[config.mk]
export PLATFORM = sky130hd
export DESIGN_NAME = tsense_regblock
export DESIGN_NICKNAME = d
export VERILOG_FILES = /design/src/rtl/tsense_pkg.sv /design/src/rtl/tsense_ctrl.sv /design/src/rtl/tsense_dp.sv /design/src/rtl/tsense_regblock.sv
export SDC_FILE = /design/constraint.sdc
export NUM_CORES = 1
export LEC_CHECK = 0
export BUFFER_PORTS_ARGS = -buffer_cell sky130_fd_sc_hd__buf_2
export CAP_MARGIN = 20
export CELL_PAD_IN_SITES_DETAIL_PLACEMENT = 0
export CELL_PAD_IN_SITES_GLOBAL_PLACEMENT = 1
export CORE_ASPECT_RATIO = 0.7
export CORE_MARGIN = 3
export CORE_UTILIZATION = 31
export CTS_BUF_LIST = sky130_fd_sc_hd__clkbuf_16
export CTS_CLUSTER_SIZE = 28
export DETAILED_ROUTE_END_ITERATION = 10
export PLACE_DENSITY_LB_ADDON = 0.1
export SYNTH_ARGS = -nofsm -noshare
export SYNTH_HDL_FRONTEND = slang
export SYNTH_HIERARCHICAL = 1
export SYNTH_SLANG_ARGS = --single-unit
[constraint.sdc]
create_clock -name clk -period 2 [get_ports clk]
set_input_delay 0.3 -clock clk [delete_from_list [all_inputs] [get_ports clk]]
set_output_delay 0.3 -clock clk [all_outputs]
set_load 0.03 [all_outputs]
[src/rtl/tsense_pkg.sv]
package tsense_pkg;
  localparam logic [7:0] OFS_MODE   = 8'h00;
  localparam logic [7:0] OFS_START  = 8'h04;
  localparam logic [7:0] OFS_RESULT = 8'h0C;
  localparam logic [7:0] OFS_STATUS = 8'h10;
  localparam logic [7:0] OFS_TRIM0  = 8'h18;
  localparam logic [7:0] OFS_TRIM1  = 8'h1C;

  typedef struct packed {
    logic [1:0] mode;
    logic       startBit;
    logic       running;
    logic       capture;
  } ctrlLink_t;
endpackage

[src/rtl/tsense_ctrl.sv]
module tsense_ctrl
  import tsense_pkg::*;
#(
  parameter int SETTLE_CYC = 6000,
  parameter int PERIOD_CYC = 2000,
  parameter int ADDR_W     = 8
) (
  input  logic              clk,
  input  logic              rst_n,
  input  logic              busSel,
  input  logic              busWrite,
  input  logic [ADDR_W-1:0] busAddr,
  input  logic [1:0]        wrBits,
  output ctrlLink_t         link,
  output logic              convReq
);
  localparam int SW = $clog2(SETTLE_CYC + 1);
  localparam int PW = $clog2(PERIOD_CYC + 1);

  logic [1:0]    modeQ;
  logic          startQ, settledQ, runQ;
  logic [SW-1:0] settleCnt;
  logic [PW-1:0] periodCnt;
  logic          normal, wrMode, wrStart;

  assign normal  = &modeQ;
  assign wrMode  = busSel && busWrite && (busAddr == ADDR_W'(OFS_MODE));
  assign wrStart = busSel && busWrite && (busAddr == ADDR_W'(OFS_START));

  always_ff @(posedge clk or negedge rst_n) begin
    if (!rst_n) begin
      modeQ     <= '0;
      startQ    <= 1'b0;
      settledQ  <= 1'b0;
      runQ      <= 1'b0;
      settleCnt <= '0;
      periodCnt <= '0;
    end else begin
      if (wrMode) modeQ <= wrBits;

      if (!normal)      startQ <= 1'b0;
      else if (wrStart) startQ <= wrBits[0];

      if (!normal) begin
        settleCnt <= '0;
        settledQ  <= 1'b0;
      end else if (!settledQ) begin
        if (settleCnt == SW'(SETTLE_CYC - 1)) settledQ  <= 1'b1;
        else                                  settleCnt <= settleCnt + 1'b1;
      end

      runQ <= normal && settledQ && startQ;

      if (!runQ || periodCnt == PW'(PERIOD_CYC - 1)) periodCnt <= '0;
      else                                           periodCnt <= periodCnt + 1'b1;
    end
  end

  assign convReq       = runQ && (periodCnt == '0);
  assign link.mode     = modeQ;
  assign link.startBit = startQ;
  assign link.running  = runQ;
  assign link.capture  = runQ;
endmodule

[src/rtl/tsense_dp.sv]
module tsense_dp
  import tsense_pkg::*;
#(
  parameter int ADDR_W = 8,
  parameter int CODE_W = 12
) (
  input  logic              clk,
  input  logic              rst_n,
  input  ctrlLink_t         link,
  input  logic [ADDR_W-1:0] busAddr,
  input  logic [CODE_W-1:0] adcCode,
  input  logic              adcValid,
  input  logic [31:0]       trim0,
  input  logic [31:0]       trim1,
  output logic [31:0]       busRdata,
  output logic [CODE_W-1:0] resultCode
);
  localparam int PAD = 31 - CODE_W;

  always_ff @(posedge clk or negedge rst_n) begin
    if (!rst_n)                         resultCode <= '0;
    else if (link.capture && adcValid)  resultCode <= adcCode;
  end

  always_comb begin
    busRdata = '0;
    case (busAddr)
      ADDR_W'(OFS_MODE):   busRdata = {30'b0, link.mode};
      ADDR_W'(OFS_START):  busRdata = {31'b0, link.startBit};
      ADDR_W'(OFS_RESULT): busRdata = {{(32-CODE_W){1'b0}}, resultCode};
      ADDR_W'(OFS_STATUS): busRdata = {31'b0, link.running};
      ADDR_W'(OFS_TRIM0):  busRdata = {trim0[31], {PAD{1'b0}}, trim0[CODE_W-1:0]};
      ADDR_W'(OFS_TRIM1):  busRdata = {trim1[31], {PAD{1'b0}}, trim1[CODE_W-1:0]};
      default:             busRdata = '0;
    endcase
  end
endmodule

[src/rtl/tsense_regblock.sv]
module tsense_regblock
  import tsense_pkg::*;
#(
  parameter int CLK_MHZ   = 100,
  parameter int SETTLE_US = 60,
  parameter int PERIOD_US = 20,
  parameter int ADDR_W    = 8,
  parameter int CODE_W    = 12
) (
  input  logic              clk,
  input  logic              rst_n,
  input  logic              busSel,
  input  logic              busWrite,
  input  logic [ADDR_W-1:0] busAddr,
  input  logic [31:0]       busWdata,
  output logic [31:0]       busRdata,
  input  logic [CODE_W-1:0] adcCode,
  input  logic              adcValid,
  input  logic [31:0]       trim0,
  input  logic [31:0]       trim1,
  output logic              sensorEn,
  output logic              adcEn,
  output logic              convReq
);
  localparam int SETTLE_CYC = SETTLE_US * CLK_MHZ;
  localparam int PERIOD_CYC = PERIOD_US * CLK_MHZ;

  ctrlLink_t         link;
  logic              running;
  logic [CODE_W-1:0] resultCode;

  tsense_ctrl #(.SETTLE_CYC(SETTLE_CYC), .PERIOD_CYC(PERIOD_CYC), .ADDR_W(ADDR_W)) u_ctrl (
    .clk(clk), .rst_n(rst_n), .busSel(busSel), .busWrite(busWrite),
    .busAddr(busAddr), .wrBits(busWdata[1:0]), .link(link), .convReq(convReq)
  );

  tsense_dp #(.ADDR_W(ADDR_W), .CODE_W(CODE_W)) u_dp (
    .clk(clk), .rst_n(rst_n), .link(link), .busAddr(busAddr),
    .adcCode(adcCode), .adcValid(adcValid), .trim0(trim0), .trim1(trim1),
    .busRdata(busRdata), .resultCode(resultCode)
  );

  assign sensorEn = link.mode[0];
  assign adcEn    = link.mode[1];
  assign running  = link.running;
endmodule

==> results <==
- Max-cap violations in this run came to 0.
- The number of remaining DRC errors is 0.
- The data required time of the critical path is 1.70 ns.
- The vias per cell is 4.99.
- The worst-path maximum fanout is 4.
- The delay of the slowest critical-path stage is 0.43 ns.
- The flip-flop and latch count after synthesis is 41.
- The final-report max-slew violation count came to 0.
- The area occupied by multi-input gates is 1440 um^2.
- The signal on the critical path passes through nor4_1 -> nand4_1 -> nor4_2 -> buf_4.
- The number of endpoints with negative hold slack in the final report was 0.
- The via count of the first global-routing pass was 2177.
- Global routing finished with a remaining overflow of 0.
- The detailed-route wire length per cell is 14.4 um.
- The diode insertion count for antenna repair is 0.
- TritonCTS built the clock tree.
- Power comes to 0.00193 W.
- The die height is 83.3 um.
- The area of the core is 8070 um^2.
- Sequential cells were found to cover 38.8% of the synthesized design area.
- The flow ran to the end, and the final reports show no timing, DRC or antenna violations.
- Once detail routing completed, the nets flagged for antenna violations numbered 0.
- For this configuration, the core starts out at a cell density of 32.7%.
- Setup violations remaining at the end of the flow were counted as 0.
- The shortest clock period the worst path allows after layout is 1.82 ns.
- Of all flip-flops after synthesis, the portion carrying an async set or reset was 100%.
- The final layout contains 462 nets.
- The violation count after the first detailed-route iteration is 134.
- The root cell of the clock tree is clkbuf_16.
- The analysis attributes to cell leakage a power of 1.46 nW.
- The type of destination of the critical path is a primary output.
- The clock network latency to the later pin of the worst-skew pair is 0.28 ns.
- Each instance of the synthesized netlist takes up on average 9.83 um^2.
- Row generation in the floorplan step produced 27 rows.
- STA puts the critical path data arrival time at 1.52 ns.
- Summing over every cut layer, the via total after detailed routing is 2194.
- The internal portion of total power is 0.00149 W.
- In the final layout, flip-flops and latches occupy 1030 um^2.
- 156 I/O pins were placed.
- The Yosys step of the flow raised 6 warnings.
- In this run, synthesis inferred 0 flip-flops with an integrated enable.
- The half-perimeter wire length of the detailed placement result is 4.99 mm.
- The total CTS buffers is 5.
- The width of the chip is 116 um.
- The largest net degree at the start of global routing is 22.
- Timing would allow up to 550 MHz.
- In the post-synthesis netlist, the biggest area contributors are dfrtp_1 39%, mux2_2 11%, buf_4 6.2%.
- Setup repair after global routing left no endpoint under its margin.
- The share of layout cells above drive strength 1 is 35.4%.
- The first-pass GRT wire length is 11.2 mm.
- The power share of the sequential group is 43.3%.
- Combinational cells account for 9.9% of the total power.
- For this run, the total global-route usage over all layers was measured as 14.5%.
- In this run the power density over the cells is 602 nW/um^2.
- The initial antenna violation count came to 0.
- After layout, the worst path uses 91.0% of the clock period.
- The layout overhead on the synthesized area is 20.9%.
- The post-synthesis cell type count is 54.
- The proportion of power drawn by the clock network is 46.9%.
- The pre-antenna-repair detailed-routing pass consisted of 4 iterations.
- The synthesized design devotes to its leading area cell type 38.8% of total area.
- The setup skew after layout is 0.00547 ns.
- After clock tree synthesis, the clock-pin slew on the worst setup and hold paths is 0.06 ns.
- The clock passes through at most 2 buffers.
- The die area is 9690 um^2.
- Buffers placed on the I/O ports in this run total 68.
- The number of buffers added for setup after CTS is 0.
- After filler insertion, the fill cell instance count of the layout stands at 824.
- By startpoint and endpoint, the worst setup path is classified as register to primary output.
- The number of instances in the synthesized netlist is 269.
- The setup TNS is 0 ns.
- The switching power share of the total is 22.9%.
- The highest ir drop seen on vdd is 0.251 mV.
- Prior to clock tree synthesis, the placed netlist has a worst setup slack of 0.143 ns.
- The post-route worst hold slack is 0.243 ns.
- CTS saw 41 sinks.
- The congestion estimate from routability-driven global placement came to 0.717.
- The element type at the critical path start is a register.
- The analysis attributes to net switching a power of 0.000440 W.
- The worst hold path belongs to the class primary input to register.
- Of all cell types, the one taking the most synthesized area is dfrtp_1.
- Across all setup checks in the final design, the least slack found is 0.181 ns.
- In this run the number of H-tree levels came out at 2.
- The final wirelength is 6.36 mm.
- The most used flip-flop cell after synthesis is dfrtp_1.
- The synthesized netlist occupies a cell area of 2640 um^2.
- For this design, the slowest cell found on the critical path is dfrtp_1.
==> cells by family after synthesis <==
logic type               after synthesis  synth area share [%]
adder cells (fa/ha/maj)                3                  1.42
flip-flops                            41                  38.8
AO/OA/AOI/OAI                         52                  13.4
multiplexers                          30                  12.6
XOR/XNOR                               3                 0.994
AND/OR/NAND/NOR                      100                  22.7
buffers and inverters                 39                  9.94
other                                  1                 0.142
==> synthesized netlist by cell type, drive strengths merged, types with 2 or more instances <==
| cell type | instances |
|---|---|
| mux2i | 4 |
| nor4b | 2 |
| nor3 | 2 |
| a221oi | 2 |
| buf | 29 |
| inv | 7 |
| ha | 3 |
| o22ai | 2 |
| nand4 | 7 |
| nand2 | 17 |
| nand3 | 13 |
| or4 | 6 |
| xor2 | 2 |
| clkbuf | 3 |
| and2 | 3 |
| nand4b | 3 |
| nand4bb | 2 |
| mux2 | 26 |
| a211oi | 2 |
| a22oi | 9 |
| o21ai | 7 |
| a21oi | 16 |
| dfrtp | 41 |
| nor2 | 19 |
| or3 | 7 |
| and4b | 3 |
| and3 | 2 |
| nor4 | 5 |
| o31ai | 6 |
| o211ai | 2 |
| nand2b | 3 |
==> area by class of cell <==
class / count / area share [%]
Clock buffer: 5 / 3.91
Clock inverter: 3 / 1.17
Sequential cell: 41 / 32.1
Multi-Input combinational cell: 207 / 44.9
Inverter: 7 / 0.822
Timing Repair Buffer: 76 / 13.2
Tap cell: 101 / 3.95
==> cells in the final DEF (no fill, tap or decap), types with 2 or more instances in the layout <==
cell / netlist / final
and2_1: 2 / 2
nand4b_2: 2 / 2
buf_4: 22 / 7
mux2_2: 26 / 26
buf_2: 3 / 66
clkbuf_16: 0 / 5
nand4bb_1: 2 / 2
conb_1: 1 / 19
or3_1: 6 / 6
nor4_1: 5 / 4
o21ai_0: 7 / 7
ha_1: 3 / 3
o22ai_1: 2 / 2
xor2_1: 2 / 2
mux2i_1: 4 / 4
dfrtp_1: 41 / 41
nor2_1: 19 / 19
a211oi_1: 2 / 2
nand2b_1: 3 / 3
o211ai_1: 2 / 2
inv_1: 7 / 8
o31ai_1: 5 / 5
or4_1: 6 / 6
a22oi_1: 9 / 9
nand2_1: 17 / 17
nand4_1: 7 / 7
nor3_1: 2 / 2
nand3_1: 12 / 12
a221oi_1: 2 / 2
and4b_1: 2 / 2
a21oi_1: 16 / 16
==> worst max-delay path, delay by kind of cell, from the launching register on <==
| kind | cells | cell delay [ns] |
|---|---|---|
| buffers and inverters | 1 | 0.20 |
| flip-flops | 1 | 0.43 |
| AND/OR/NAND/NOR | 3 | 0.60 |
==> power groups by stage <==
stage | Sequential, W | Clock [W] | Combinational [W]
6_report | 0.000833 | 0.000902 | 0.000190
4_1_cts | 0.000833 | 0.000941 | 0.000192
2_1_floorplan | 0.000850 | 0 | 0.000137
3_5_place_dp | 0.000848 | 0 | 0.000190
3_3_place_gp | 0.000848 | 0 | 0.000189
5_1_grt | 0.000832 | 0.000977 | 0.000214
==> sequential cells by signal, summed over array words and instances, names as in the netlist <==
name	flops
u_ctrl/settledQ	1
u_ctrl/periodCnt	11
u_ctrl/settleCnt	13
u_ctrl/startQ	1
u_dp/resultCode	12
u_ctrl/runQ	1
u_ctrl/modeQ	2
==> routing by layer <==
metal | global-route usage [%] | up-vias | wire, um
met3 | 3.42 | 8 | 266
met5 | 0 | - | 0
met1 | 21.8 | 1033 | 3330
li1 | - | 1108 | -
met4 | 4.43 | 0 | 74
met2 | 20.1 | 45 | 2690
==> timing repair <==
item,4_1_cts,5_1_grt
resized for setup,0,3
hold buffers,1,0
hold endpoints to repair,12,0
endpoints found under the setup margin,0,2
==> worst paths after layout <==
check	startpoint	end	slack, ns	cells after the start
setup / recovery	u_ctrl/periodCnt[3]	convReq	0.18	4
hold / removal	adcCode[0]	u_dp/resultCode[0]	0.24	2
setup reg to reg	u_ctrl/settleCnt[0]	u_ctrl/settleCnt[12]	0.24	4
hold reg to reg	u_dp/resultCode[7]	u_dp/resultCode[7]	0.51	1
max in group asynchronous	rst_n	u_ctrl/periodCnt[10]	1.03	3
min in group asynchronous	rst_n	u_ctrl/settleCnt[9]	0.45	2
==> metrics by stage <==
step                      cells  util, %  area (um^2)
after floorplan             287        -         2720
after global placement      431     37.3         3010
after detailed placement    431     37.3         3010
after CTS                   440     39.5         3190
after global routing        440     39.6         3200
final                       440     39.6         3200
Note: power is estimated with default switching activity, not from simulation.
